## src/rtl/i2cr_pkg.sv

```systemverilog
package i2cr_pkg;
    localparam int BYTE_W = 8;
    localparam int IDX_W  = 7;

    typedef enum logic [3:0] {
        ST_IDLE,
        ST_DEV,
        ST_DEV_ACK,
        ST_REG,
        ST_REG_ACK,
        ST_WDAT,
        ST_WDAT_ACK,
        ST_TX,
        ST_TX_ACK
    } phase_t;

    typedef struct packed {
        logic scl;
        logic sda;
        logic rise;
        logic fall;
        logic start;
        logic stop;
    } bus_ev_t;

    function automatic logic [6:0] dev_addr(input logic [4:0] hi,
                                            input logic [1:0] sel,
                                            input logic       pin_mode);
        return {hi, (pin_mode ? 1'b0 : sel[1]), sel[0]};
    endfunction
endpackage

```

## src/rtl/i2cr_sync.sv

```systemverilog
module i2cr_sync
    import i2cr_pkg::*;
#(
    parameter int STAGES = 2
) (
    input  logic    clk,
    input  logic    rst,
    input  logic    scl_i,
    input  logic    sda_i,
    output bus_ev_t ev
);
    logic [STAGES:0] scl_q;
    logic [STAGES:0] sda_q;

    always_ff @(posedge clk) begin
        if (rst) begin
            scl_q <= '1;
            sda_q <= '1;
        end else begin
            scl_q <= {scl_q[STAGES-1:0], scl_i};
            sda_q <= {sda_q[STAGES-1:0], sda_i};
        end
    end

    logic scl_s, scl_p, sda_s, sda_p;
    assign scl_s = scl_q[STAGES-1];
    assign scl_p = scl_q[STAGES];
    assign sda_s = sda_q[STAGES-1];
    assign sda_p = sda_q[STAGES];

    always_comb begin
        ev.scl   = scl_s;
        ev.sda   = sda_s;
        ev.rise  = scl_s & ~scl_p;
        ev.fall  = ~scl_s & scl_p;
        ev.start = scl_s & scl_p & sda_p & ~sda_s;
        ev.stop  = scl_s & scl_p & ~sda_p & sda_s;
    end

    p_start_stop_excl_r8: assert property (@(posedge clk) disable iff (rst)
        !(ev.start && ev.stop));
endmodule

```

## src/rtl/i2cr_ptr.sv

```systemverilog
module i2cr_ptr #(
    parameter int               W        = 7,
    parameter logic [W-1:0]     FIFO_IDX = 7'h05
) (
    input  logic         clk,
    input  logic         rst,
    input  logic         load,
    input  logic [W-1:0] load_val,
    input  logic         step,
    output logic [W-1:0] ptr
);
    always_ff @(posedge clk) begin
        if (rst)
            ptr <= '0;
        else if (load)
            ptr <= load_val;
        else if (step && ptr != FIFO_IDX)
            ptr <= ptr + 1'b1;
    end

    p_step_inc_r3: assert property (@(posedge clk) disable iff (rst)
        (step && !load && ptr != FIFO_IDX) |=> (ptr == W'($past(ptr) + 1'b1)));
    p_fifo_hold_r4: assert property (@(posedge clk) disable iff (rst)
        (step && !load && ptr == FIFO_IDX) |=> (ptr == FIFO_IDX));
    p_idle_hold_r6: assert property (@(posedge clk) disable iff (rst)
        (!step && !load) |=> $stable(ptr));
endmodule

```

## src/rtl/i2c_reg_slave.sv

```systemverilog
module i2c_reg_slave
    import i2cr_pkg::*;
#(
    parameter logic [4:0]       DEV_HI      = 5'b01010,
    parameter logic [IDX_W-1:0] FIFO_IDX    = 7'h05,
    parameter int               SYNC_STAGES = 2
) (
    input  logic              clk,
    input  logic              rst,
    input  logic              scl_i,
    input  logic              sda_i,
    output logic              sda_oe,
    input  logic              pin_mode,
    input  logic [1:0]        addr_sel,
    output logic [IDX_W-1:0]  reg_addr,
    output logic              wr_en,
    output logic [BYTE_W-1:0] wr_data,
    output logic              rd_en,
    input  logic [BYTE_W-1:0] rd_data
);
    localparam int CNT_W = $clog2(BYTE_W);
    localparam logic [CNT_W-1:0] LAST_BIT = CNT_W'(BYTE_W - 1);

    bus_ev_t ev;

    i2cr_sync #(.STAGES(SYNC_STAGES)) u_sync (
        .clk  (clk),
        .rst  (rst),
        .scl_i(scl_i),
        .sda_i(sda_i),
        .ev   (ev)
    );

    phase_t             st;
    logic [CNT_W-1:0]   cnt;
    logic [BYTE_W-1:0]  rx_sh;
    logic [BYTE_W-1:0]  tx_sh;
    logic               ack_ph;
    logic               rw;
    logic               mack;
    logic               oe_q;
    logic               wr_q;
    logic               rd_q;
    logic               rd_pend;
    logic [BYTE_W-1:0]  wdat_q;
    logic               ld_q;
    logic [IDX_W-1:0]   ld_val;
    logic [BYTE_W-1:0]  rx_full;
    logic [6:0]         my_addr;

    assign rx_full = {rx_sh[BYTE_W-2:0], ev.sda};
    assign my_addr = dev_addr(DEV_HI, addr_sel, pin_mode);

    i2cr_ptr #(.W(IDX_W), .FIFO_IDX(FIFO_IDX)) u_ptr (
        .clk     (clk),
        .rst     (rst),
        .load    (ld_q),
        .load_val(ld_val),
        .step    (wr_q | rd_q),
        .ptr     (reg_addr)
    );

    always_ff @(posedge clk) begin
        if (rst) begin
            st      <= ST_IDLE;
            cnt     <= '0;
            rx_sh   <= '0;
            tx_sh   <= '0;
            ack_ph  <= 1'b0;
            rw      <= 1'b0;
            mack    <= 1'b0;
            oe_q    <= 1'b0;
            wr_q    <= 1'b0;
            rd_q    <= 1'b0;
            rd_pend <= 1'b0;
            wdat_q  <= '0;
            ld_q    <= 1'b0;
            ld_val  <= '0;
        end else begin
            wr_q    <= 1'b0;
            rd_q    <= 1'b0;
            ld_q    <= 1'b0;
            rd_pend <= rd_q;
            if (rd_pend)
                tx_sh <= rd_data;

            if (ev.start) begin
                st     <= ST_DEV;
                cnt    <= '0;
                oe_q   <= 1'b0;
                ack_ph <= 1'b0;
            end else if (ev.stop) begin
                st     <= ST_IDLE;
                cnt    <= '0;
                oe_q   <= 1'b0;
                ack_ph <= 1'b0;
            end else begin
                unique case (st)
                    ST_DEV, ST_REG, ST_WDAT: begin
                        if (ev.rise) begin
                            rx_sh <= rx_full;
                            cnt   <= cnt + 1'b1;
                            if (cnt == LAST_BIT) begin
                                ack_ph <= 1'b0;
                                if (st == ST_DEV) begin
                                    if (rx_full[7:1] == my_addr) begin
                                        st <= ST_DEV_ACK;
                                        rw <= rx_full[0];
                                        rd_q <= rx_full[0];
                                    end else begin
                                        st <= ST_IDLE;
                                    end
                                end else if (st == ST_REG) begin
                                    ld_q   <= 1'b1;
                                    ld_val <= rx_full[IDX_W-1:0];
                                    st     <= ST_REG_ACK;
                                end else begin
                                    wr_q   <= 1'b1;
                                    wdat_q <= rx_full;
                                    st     <= ST_WDAT_ACK;
                                end
                            end
                        end
                    end
                    ST_DEV_ACK, ST_REG_ACK, ST_WDAT_ACK: begin
                        if (ev.fall) begin
                            if (!ack_ph) begin
                                ack_ph <= 1'b1;
                                oe_q   <= 1'b1;
                            end else begin
                                ack_ph <= 1'b0;
                                cnt    <= '0;
                                if (st == ST_DEV_ACK && rw) begin
                                    st   <= ST_TX;
                                    oe_q <= ~tx_sh[BYTE_W-1];
                                end else begin
                                    st   <= (st == ST_DEV_ACK) ? ST_REG : ST_WDAT;
                                    oe_q <= 1'b0;
                                end
                            end
                        end
                    end
                    ST_TX: begin
                        if (ev.rise) begin
                            cnt <= cnt + 1'b1;
                            if (cnt == LAST_BIT) begin
                                st     <= ST_TX_ACK;
                                ack_ph <= 1'b0;
                            end
                        end else if (ev.fall) begin
                            tx_sh <= {tx_sh[BYTE_W-2:0], 1'b0};
                            oe_q  <= ~tx_sh[BYTE_W-2];
                        end
                    end
                    ST_TX_ACK: begin
                        if (ev.rise) begin
                            ack_ph <= 1'b1;
                            mack   <= ~ev.sda;
                            rd_q   <= ~ev.sda;
                        end else if (ev.fall) begin
                            if (!ack_ph) begin
                                oe_q <= 1'b0;
                            end else if (mack) begin
                                st     <= ST_TX;
                                cnt    <= '0;
                                ack_ph <= 1'b0;
                                oe_q   <= ~tx_sh[BYTE_W-1];
                            end else begin
                                st     <= ST_IDLE;
                                ack_ph <= 1'b0;
                                oe_q   <= 1'b0;
                            end
                        end
                    end
                    default: begin
                        oe_q <= 1'b0;
                    end
                endcase
            end
        end
    end

    assign sda_oe  = oe_q;
    assign wr_en   = wr_q;
    assign wr_data = wdat_q;
    assign rd_en   = rd_q;

    p_oe_scl_low_r10: assert property (@(posedge clk) disable iff (rst)
        (oe_q != $past(oe_q)) |-> (!$past(ev.scl) || $past(ev.start) || $past(ev.stop)));
    p_quiet_idle_r2: assert property (@(posedge clk) disable iff (rst)
        (st == ST_IDLE) |-> (!oe_q && !wr_q && !rd_q));
    p_strobe_excl_r3: assert property (@(posedge clk) disable iff (rst)
        !(wr_q && rd_q));
    p_rd_single_r5: assert property (@(posedge clk) disable iff (rst)
        rd_q |=> !rd_q);
    p_no_read_after_nack_r9: assert property (@(posedge clk) disable iff (rst)
        ($past(st) == ST_TX_ACK && st == ST_IDLE) |-> !oe_q);
endmodule

```

## config.mk

```make
export PLATFORM = sky130hd
export DESIGN_NAME = i2c_reg_slave
export DESIGN_NICKNAME = d
export VERILOG_FILES = /design/src/rtl/i2cr_pkg.sv /design/src/rtl/i2cr_sync.sv /design/src/rtl/i2cr_ptr.sv /design/src/rtl/i2c_reg_slave.sv
export SDC_FILE = /design/constraint.sdc
export NUM_CORES = 1
export LEC_CHECK = 0
export ABC_AREA = 1
export BUFFER_PORTS_ARGS = -buffer_cell sky130_fd_sc_hd__buf_2
export CAP_MARGIN = 20
export CORE_MARGIN = 2
export CORE_UTILIZATION = 40
export CTS_CLUSTER_DIAMETER = 50
export DETAILED_ROUTE_END_ITERATION = 6
export PLACE_DENSITY = 0.57
export SYNTH_ARGS = -nofsm -noshare
export SYNTH_HDL_FRONTEND = slang
export SYNTH_HIERARCHICAL = 1
export SYNTH_SLANG_ARGS = --single-unit
```

## constraint.sdc

```tcl
create_clock -name clk -period 1.95 [get_ports clk]
set_clock_uncertainty 0.2 [all_clocks]
set_input_delay 0 -clock clk [delete_from_list [all_inputs] [get_ports clk]]
set_output_delay 0 -clock clk [all_outputs]
set_load 0.01 [all_outputs]
```

==> results by group, run 1 <==
Run status
  – Status: finished, final reports clean

Floorplanning
  – Die width: about 88 um
  – Core area: between 0.006 and 0.007 mm2
  – Row count: 30
  – Die Y: about 88 um
  – Initial Util: 41.6%
  – Number of placed I/O pins: 33
  – Die area: between 0.007 and 0.008 mm2

Min path
  – Min-delay src: addr_sel[0]
  – Hold depth: 6
  – Hold Path End: rw
  – Hold crit path type: in -> reg

Timing
  – Tightest Pin Transition: approximately 0.45 ns
  – Fin crit share: between 90 and 100%
  – Final critical path time including I/O delays and setup: between 1.5 and 2 ns
  – Setup violators final: 0
  – Fin. max-slew vios: 0
  – Max Clk Rate: between 0.5 and 0.6 GHz
  – Final Hold Viols: 0
  – Relative slew slack: 69.8%
  – Unrepaired setup endpoints after global routing: true

Routing
  – Routed wire length: about 6400 um
  – Routed Antenna Nets: 0
  – Vias/cell: around 4.7
  – Drt wl/cell: 11.4 um
  – Iter 0 DRT Violations: 95
  – DRC errors left: 0
  – Router iterations before antenna repair: 4
  – Routed vias: ~2600

Power
  – Switch share: 31.0%
  – Flop pwr share: 41.9%
  – Clk network pwr share: 35.6%
  – P_leak: ~0.0016 uW
  – Logic gate share of total power: roughly 23%
  – Int Power: ~2100 uW
  – Power per standard cell area: 889 mW/mm2
  – Peak VDD IR: 0.428 mV
  – P_sw: 959 uW
  – Power, Total: 3090 uW

Synth
  – Synth Cell Area: roughly 0.0028 mm2
  – Synth warn: 6
  – Mapped Nets: 421
  – Syn Inst Count: approximately 400
  – Mean Syn Cell Area: between 7 and 8 um2

GRT
  – Global Route Usage Sum: about 17%
  – First-pass GRT wire length: 10500 um
  – Initial antenna violation count: 0
  – Gr ovfl total: 0
  – Pin count of the biggest net entering global routing: 26
  – Vias in the first global route: approximately 2300

Placed design
  – Buffers on Ports: 32
  – DP HPWL: 4320 um
  – Cell count after placement: 526
  – Gpl congestion: roughly 0.86

Setup path
  – Reg-to-Reg Start: st[3]
  – Worst Path Max Fanout: 10
  – Crit-path slowest cell: dfxtp_1
  – Critical Path Start: st[3]
  – Worst EP required: roughly 2.0 ns
  – Slowest stage delay, CP: roughly 0.33 ns
  – Setup CP Type: reg -> reg
  – Worst-path cell chain: inv_1, nand2_2, a21oi_4, nand3_4, clkinv_4, nand2_4, nor2_8, buf_4, o21ai_0, a21oi_1
  – Worst-case reg-to-reg path depth: 10
  – Worst setup SP type: flip-flop
  – R2R Setup Slk: between 0.1 and 0.15 ns
  – CP arrival: between 1.5 and 2 ns
  – Reg2reg end: wr_data[2]
  – CP Capture Type: flip-flop

Finish
  – Area grow syn2layout: 22.2%
  – Final non-filler cell total: 556
  – Share of layout cells above drive strength 1: about a fifth
  – Ant. Diodes: 0
  – Commonest non-fill, non-tap cell in the layout: nor2_1
  – Most frequent cells in the layout: nor2_1, nand2_1, dfxtp_1
  – FILL cells: ~700
  – Nets: ~480

Clock tree
  – TritonCTS clock tree: done
  – Clk sink count: 58
  – CTS Buf Count: 9
  – Worst-path clk slew: 0.06 ns
  – Clk_lat worst skew: ~0.34 ns
  – Root Buffer: clkbuf_8
  – H-tree Lvls: 3
  – Max Buffers Root-to-Sink: 2

Job
  – Max Cap Viol: 0
-- worst max-delay path by stage --
stage,endpoint,cells after the start
floorplan,tx_sh[5],9
global placement,wr_data[6],11
detailed placement,wr_data[4],11
CTS,wr_data[4],11
global route,st[1],11
finish,wr_data[2],10
-- power by group through the flow --
stage               registers [uW]  logic, uW  clock network, uW
floorplan                     1300        515                  0
global placement              1310        659                  0
detailed placement            1310        658                  0
CTS                           1290        681               1120
global route                  1300        793               1170
finish                        1290        696               1100
-- state kept, by name, indices dropped and copies added, names as in the netlist --
register	flops
wr_data	8
ld_val	7
ld_q	1
u_sync/scl_q	3
wr_en	1
rw	1
tx_sh	8
rd_en	1
st	4
sda_oe	1
mack	1
ack_ph	1
u_sync/sda_q	3
u_ptr/ptr	7
cnt	3
rd_pend	1
rx_sh	7
-- critical path: cells and delay by family, from the launching register on --
family | cells | cell delay (ns)
compound gates | 3 | 0.35
buf+inv | 3 | 0.38
flops | 1 | 0.33
simple gates | 4 | 0.49
-- routing by layer --
layer / up-vias / share of wire [%] / wire (um) / GRT usage, %
li1: 1392 / - / - / -
met1: 1132 / 52 / 3330 / 24.1
met4: 0 / 1.8 / 116 / 8.26
met5: - / 0 / 0 / 0
met3: 11 / 4.2 / 264 / 3.36
met2: 54 / 42 / 2650 / 25.8
-- what timing repair did --
| item | CTS | global route |
|---|---|---|
| gates resized for setup | 0 | 9 |
| hold buffers | 13 | 0 |
| endpoints found under the setup margin | 0 | 25 |
| endpoints found under the hold margin | 23 | 0 |
| setup buffers | 0 | 3 |
-- layout make-up --
class / instances / area [um2] / share of cell area [%]
Multi-Input combinational cell: 278 / 1410 / 40.4
Sequential cell: 58 / 1160 / 33.5
Timing Repair Buffer: 56 / 385 / 11.1
Inverter: 54 / 209 / 6.01
Clock buffer: 11 / 151 / 4.35
Tap cell: 96 / 120 / 3.45
Clock inverter: 3 / 40.0 / 1.15
-- metrics by stage --
stage          area [um2]  hold WS [ns]  setup TNS (ns)  util [%]  worst slack, ns
2_1_floorplan        2850        -0.131               0         -            0.264
3_3_place_gp         3120       -0.0200               0      45.6           0.0870
3_5_place_dp         3120       -0.0146        -0.00388      45.6         -0.00388
4_1_cts              3440        0.0302               0      50.3         0.000152
5_1_grt              3480        0.0854         -0.0127      50.9          -0.0127
6_report             3480        0.0256               0      50.9            0.141
No activity file was read; power rests on OpenSTA's default activity.
==> inputs of run 2 (changes only) <==
--- a/config.mk
+++ b/config.mk
@@ -5,7 +5,6 @@
 export SDC_FILE = /design/constraint.sdc
 export NUM_CORES = 1
 export LEC_CHECK = 0
-export ABC_AREA = 1
 export BUFFER_PORTS_ARGS = -buffer_cell sky130_fd_sc_hd__buf_2
 export CAP_MARGIN = 20
 export CORE_MARGIN = 2
==> results by group, run 2 <==
GRT
  – Pin count of the biggest net entering global routing: 33 (+27%)
  – Gr ovfl total: 0 (unchanged)
  – First-pass GRT wire length: 10600 um (+1.0%)
  – Initial antenna violation count: 0 (unchanged)
  – Vias in the first global route: 2227 (-1.9%)
  – Global Route Usage Sum: 17.6% (+0.31 points)

Synth
  – Synth warn: 6 (unchanged)
  – Mean Syn Cell Area: 9.14 um2 (+29%)
  – Mapped Nets: 324 (-23%)
  – Syn Inst Count: 305 (-24%)
  – Synth Cell Area: 0.00279 mm2 (-2.1%)

Placed design
  – DP HPWL: 4450 um (+2.9%)
  – Gpl congestion: 0.815 (-5.8%)
  – Buffers on Ports: 32 (unchanged)
  – Cell area after placement: 0.00319 mm2 (+2.3%)

Setup path
  – CP arrival: 1.98 ns (+0.10 ns)
  – Setup CP Type: reg -> reg
  – Worst EP required: 2.01 ns (about the same)
  – Worst setup SP type: flip-flop
  – CP delay by family, top: compound AO/OA/AOI/OAI gates
  – Reg2reg end: st[1]
  – Worst-path cell chain: nor2b_1, and3b_1, nand2_1, o221a_2, a211o_1, a21oi_2
  – Slowest stage delay, CP: 0.36 ns (+0.03 ns)
  – R2R Setup Slk: 0.03 ns (-0.11 ns)
  – Worst-case reg-to-reg path depth: 6 (-4)
  – Worst Path Max Fanout: 4 (-6)
  – Worst Path Buf+Inv: 0 (-3)
  – CP Capture Type: flip-flop
  – Reg-to-Reg Start: u_sync/scl_q[2]
  – Crit-path slowest cell: dfxtp_1

Clock tree
  – Worst-path clk slew: 0.06 ns (about the same)
  – TritonCTS clock tree: done
  – CTS Buf Count: 9 (unchanged)
  – Max Buffers Root-to-Sink: 2 (unchanged)
  – H-tree Lvls: 3 (unchanged)
  – Clk_lat worst skew: 0.33 ns (about the same)
  – Setup Buffers After CTS: 0 (unchanged)
  – Root Buffer: clkbuf_8
  – Clk sink count: 58 (unchanged)

Power
  – P_leak: 0.00157 uW (-0.98%)
  – Peak VDD IR: 0.490 mV (+14%)
  – Power per standard cell area: 708 mW/mm2 (-20%)

Floorplanning
  – Die Y: 87.5 um (-1.0%)
  – Core area: 0.00676 mm2 (-1.1%)
  – Die area: 0.00765 mm2 (-2.0%)
  – Number of placed I/O pins: 33 (unchanged)
  – Initial Util: 41.2% (-0.41 points)
  – Die width: 87.5 um (-1.0%)
  – Row count: 30 (unchanged)

Routing
  – Router iterations before antenna repair: 5 (+1)
  – Routed vias: 2422 (-6.5%)
  – Drt wl/cell: 14.1 um (+24%)
  – DRC errors left: 0 (unchanged)
  – Vias/cell: 5.30 (+14%)
  – Iter 0 DRT Violations: 128 (+35%)
  – Routed Antenna Nets: 0 (unchanged)
  – Routed wire length: 6450 um (+1.5%)

Run status
  – Status: finished, final reports clean

Timing
  – Final critical path time including I/O delays and setup: 1.92 ns (+0.109 ns)
  – Worst hold slack: 0.0585 ns (+0.0329 ns)
  – Fin. max-slew vios: 0 (unchanged)
  – Unrepaired setup endpoints after global routing: true
  – Tightest Pin Transition: 0.570 ns (+0.118 ns)
  – Final Hold Viols: 0 (unchanged)
  – Setup violators final: 0 (unchanged)
  – Fin crit share: 98.3% (+5.6 points)
  – Relative slew slack: 62.0% (-7.8 points)
  – Max Clk Rate: 0.521 GHz (-5.7%)

Finish
  – Area grow syn2layout: 27.4%
  – Final Core Density: 52.6% (+1.7 points)
  – Share of layout cells above drive strength 1: 24.9% (+4.9 points)
  – FILL cells: 653 (-6.6%)
  – Final instance area: 0.00355 mm2 (+2.1%)
  – Most frequent cells in the layout: dfxtp_1, nor2_1, buf_2
  – Ant. Diodes: 0 (unchanged)
  – Commonest non-fill, non-tap cell in the layout: dfxtp_1
  – Nets: 391 (-18%)

Min path
  – Min-delay src: pin_mode
  – Hold Path End: rw
  – Hold crit path type: in -> reg
  – Hold depth: 6 (unchanged)

Job
  – Max Cap Viol: 0 (unchanged)
==> run 2: cell types whose count changed in the layout (fill, tap and decap cells not counted), sizes merged, moves of 23 or more <==
cell / before / now
nand2: 70 / 15
inv: 52 / 7
o21ai: 47 / 14
mux2i: 0 / 32
nor2: 74 / 43
a21oi: 34 / 11
==> run 2: cell type report <==
| type | instances | area, um2 | area share (%) |
|---|---|---|---|
| Clock buffer | 11 | 141 | 3.98 |
| Timing Repair Buffer | 72 | 507 | 14.3 |
| Clock inverter | 5 | 77.6 | 2.18 |
| Sequential cell | 58 | 1160 | 32.7 |
| Tap cell | 80 | 100 | 2.82 |
| Inverter | 7 | 26.3 | 0.740 |
| Multi-Input combinational cell | 224 | 1540 | 43.3 |
==> run 2: how the worst max path moves through the flow <==
stage,startpoint,to,slack (ns),depth (start not counted)
after floorplan,u_sync/scl_q[2],wr_data[0],0.09,7
after global placement,u_sync/scl_q[2],ld_val[4],0.02,6
after detailed placement,u_sync/scl_q[2],ld_val[1],0.02,6
after CTS,u_sync/sda_q[1],ld_val[1],0.01,6
after global routing,u_sync/scl_q[2],wr_data[1],-0.08,7
final,u_sync/scl_q[2],st[1],0.03,6
==> run 2: worst min-delay path: cells and delay by family <==
kind	cells	cell delay (ns)
simple gates	3	0.24
xor+xnor	1	0.12
mux	1	0.10
buf+inv	1	0.07
==> run 2: repair_timing <==
| item | in CTS | in global routing |
|---|---|---|
| setup endpoints to repair | 0 | 17 |
| hold buffers | 12 | 0 |
| endpoints found under the hold margin | 32 | 0 |
| resized for setup | 0 | 6 |
==> run 2: report_power, final <==
part           internal (uW)  switching, uW  total (uW)
clock network            750            465        1220
logic                   53.4           52.4         106
registers               1190           3.64        1190
total                   1990            522        2520
==> run 2: per-layer routing <==
metal	vias to the layer above	GRT usage, %	routed length, um
met4	0	5.87	47
met2	60	28.1	3080
met1	1131	23.1	3060
li1	1225	-	-
met3	6	4.55	269
met5	-	0	0
==> run 2: metrics by stage <==
step                instances  setup TNS [ns]  power (uW)  setup WS (ns)
floorplan                 305               0        1260         0.0917
global placement          429               0        1310         0.0189
detailed placement        429               0        1310         0.0210
CTS                       457               0        2550         0.0107
global route              457          -0.454        2620        -0.0755
finish                    457               0        2520         0.0324
==> inputs of run 3 (changes only) <==
--- a/config.mk
+++ b/config.mk
@@ -7,7 +7,6 @@
 export LEC_CHECK = 0
 export BUFFER_PORTS_ARGS = -buffer_cell sky130_fd_sc_hd__buf_2
 export CAP_MARGIN = 20
-export CORE_MARGIN = 2
 export CORE_UTILIZATION = 40
 export CTS_CLUSTER_DIAMETER = 50
 export DETAILED_ROUTE_END_ITERATION = 6
==> results by group, run 3 (synthesis gave the netlist of run 2 again) <==
Run status
  – Status: finished, final reports clean

Clock tree
  – Max Buffers Root-to-Sink: 2 (unchanged)
  – CTS Buf Count: 9 (unchanged)
  – Clk sink count: 58 (unchanged)
  – TritonCTS clock tree: done
  – Root Buffer: clkbuf_8
  – Worst-path clk slew: 0.07 ns (about the same)
  – Clk_lat worst skew: 0.34 ns (about the same)
  – H-tree Lvls: 3 (unchanged)

Finish
  – Share of layout cells above drive strength 1: 25.3% (+0.33 points)
  – Ant. Diodes: 0 (unchanged)
  – FILL cells: 640 (-2.0%)
  – Most frequent cells in the layout: dfxtp_1, nor2_1, mux2i_1, buf_2, buf_4
  – Commonest non-fill, non-tap cell in the layout: dfxtp_1
  – Final non-filler cell total: 456 (-0.22%)
  – Register area: 0.00116 mm2 (+0.11%)
  – Area grow syn2layout: 25.5%
  – Nets: 390 (-0.26%)
  – Multi-input gate area: 0.00154 mm2 (about the same)

Floorplanning
  – Die Y: 85.5 um (-2.3%)
  – Row count: 30 (unchanged)
  – Number of placed I/O pins: 33 (unchanged)
  – Die width: 85.5 um (-2.3%)
  – Initial Util: 41.2% (unchanged)
  – Die area: 0.00730 mm2 (-4.5%)
  – Core area: 0.00676 mm2 (unchanged)

Setup path
  – Worst EP required: 2.02 ns (about the same)
  – R2R Setup Slk: 0.08 ns (+0.04 ns)
  – CP arrival: 1.95 ns (-0.03 ns)
  – Setup CP Type: reg -> reg
  – CP Capture Type: flip-flop
  – Reg-to-Reg Start: st[2]
  – Worst Path Max Fanout: 8 (+4)
  – Worst setup SP type: flip-flop
  – Critical Path Start: st[2]

GRT
  – Met2 capacity usage during global routing: 31.4% (+3.3 points)
  – Met3 Use GR: 5.35% (+0.80 points)
  – Global Route Usage Sum: 19.6% (+2.0 points)
  – Gr ovfl total: 0 (unchanged)
  – First-pass GRT wire length: 11000 um (+3.4%)
  – Initial antenna violation count: 0 (unchanged)
  – Vias in the first global route: 2282 (+2.5%)
  – Most used routing layer: met2
  – GR Layer Usage met1: 24.3% (+1.2 points)
  – Pin count of the biggest net entering global routing: 28 (-15%)

Power
  – P_sw: 528 uW (+1.2%)
  – Int Power: 1770 uW (-11%)
  – Flop pwr share: 51.9% (+4.4 points)
  – Switch share: 23.0% (+2.2 points)
  – Peak VDD IR: 0.514 mV (+4.9%)
  – Power per standard cell area: 658 mW/mm2 (-7.2%)
  – Logic gate share of total power: 4.6% (+0.4 points)
  – P_leak: 0.00155 uW (-1.2%)
  – Clk network pwr share: 43.5% (-4.8 points)
  – Power, Total: 2300 uW (-8.6%)

Placed design
  – DP HPWL: 4570 um (+2.7%)
  – Cell count after placement: 428 (-0.23%)
  – Buffers on Ports: 32 (unchanged)
  – Gpl congestion: 0.853 (+4.7%)

Timing
  – Final critical path time including I/O delays and setup: 1.87 ns (-0.0432 ns)
  – Fin. max-slew vios: 0 (unchanged)
  – Worst hold slack: 0.0570 ns (-0.00143 ns)
  – Max Clk Rate: 0.533 GHz (+2.3%)
  – Setup violators final: 0 (unchanged)
  – Final Hold Viols: 0 (unchanged)
  – Fin crit share: 96.1% (-2.2 points)
  – Unrepaired setup endpoints after global routing: true
  – Tightest Pin Transition: 0.451 ns (-0.119 ns)
  – Relative slew slack: 69.9% (+7.9 points)

Routing
  – Drt wl/cell: 14.4 um (+2.2%)
  – Vias/cell: 5.27 (-0.53%)
  – Router iterations before antenna repair: 4 (-1)
  – Iter 0 DRT Violations: 79 (-38%)
  – Routed wire length: 6580 um (+2.0%)
  – DRC errors left: 0 (unchanged)
  – Routed vias: 2404 (-0.74%)
  – Routed Antenna Nets: 0 (unchanged)

Min path
  – Min-delay src: pin_mode
  – Hold crit path type: in -> reg

Job
  – Max Cap Viol: 0 (unchanged)
-- run 3: power groups by stage --
stage                     Sequential [uW]  Combinational [uW]  Clock [uW]
after floorplan                      1220                44.6           0
after detailed placement             1220                85.5           0
final                                1190                 105        1000
after CTS                            1190                 104        1030
after global routing                 1190                 115        1090
after global placement               1220                85.6           0
-- run 3: timing repair --
action                     4_1_cts  5_1_grt
hold endpoints to repair        27        0
gates resized for setup          1        7
setup endpoints to repair        5       20
pin swaps                        0        0
hold buffers                    12        0
buffers inserted                 0        0
-- run 3: final cells by class --
type                            instances  area share, %
Multi-Input combinational cell        224           44.0
Sequential cell                        58           33.2
Timing Repair Buffer                   71           13.9
Clock buffer                           12           4.44
Tap cell                               80           2.86
Clock inverter                          4          0.752
Inverter                                7          0.752
-- run 3: final timing paths --
| check | cells past startpoint | to |
|---|---|---|
| max | 5 | st[1] |
| max reg2reg | 5 | st[1] |
| min | 6 | rw |
| min reg2reg | 1 | u_sync/scl_q[1] |
-- run 3: routing by layer --
layer | up-vias | wire (um)
met4 | 0 | 152
met2 | 42 | 3140
met1 | 1125 | 3090
met3 | 13 | 200
li1 | 1224 | -
met5 | - | 0
-- run 3: stage by stage --
stage	instance area, um2	setup TNS, ns	utilization (%)	setup WS, ns
floorplan	2790	0	-	0.0917
global placement	3170	0	46.9	0.0286
detailed placement	3170	0	46.9	0.0131
CTS	3470	0	51.4	0.00657
global route	3500	-0.294	51.7	-0.0578
finish	3500	0	51.7	0.0755
-- run 3: critical path: stages, from the launching register on --
cell and delay, ns:
dfxtp_1 0.40, or2_4 0.31, nor4_4 0.26, nand4_2 0.21, a211o_1 0.31, a21oi_2 0.13
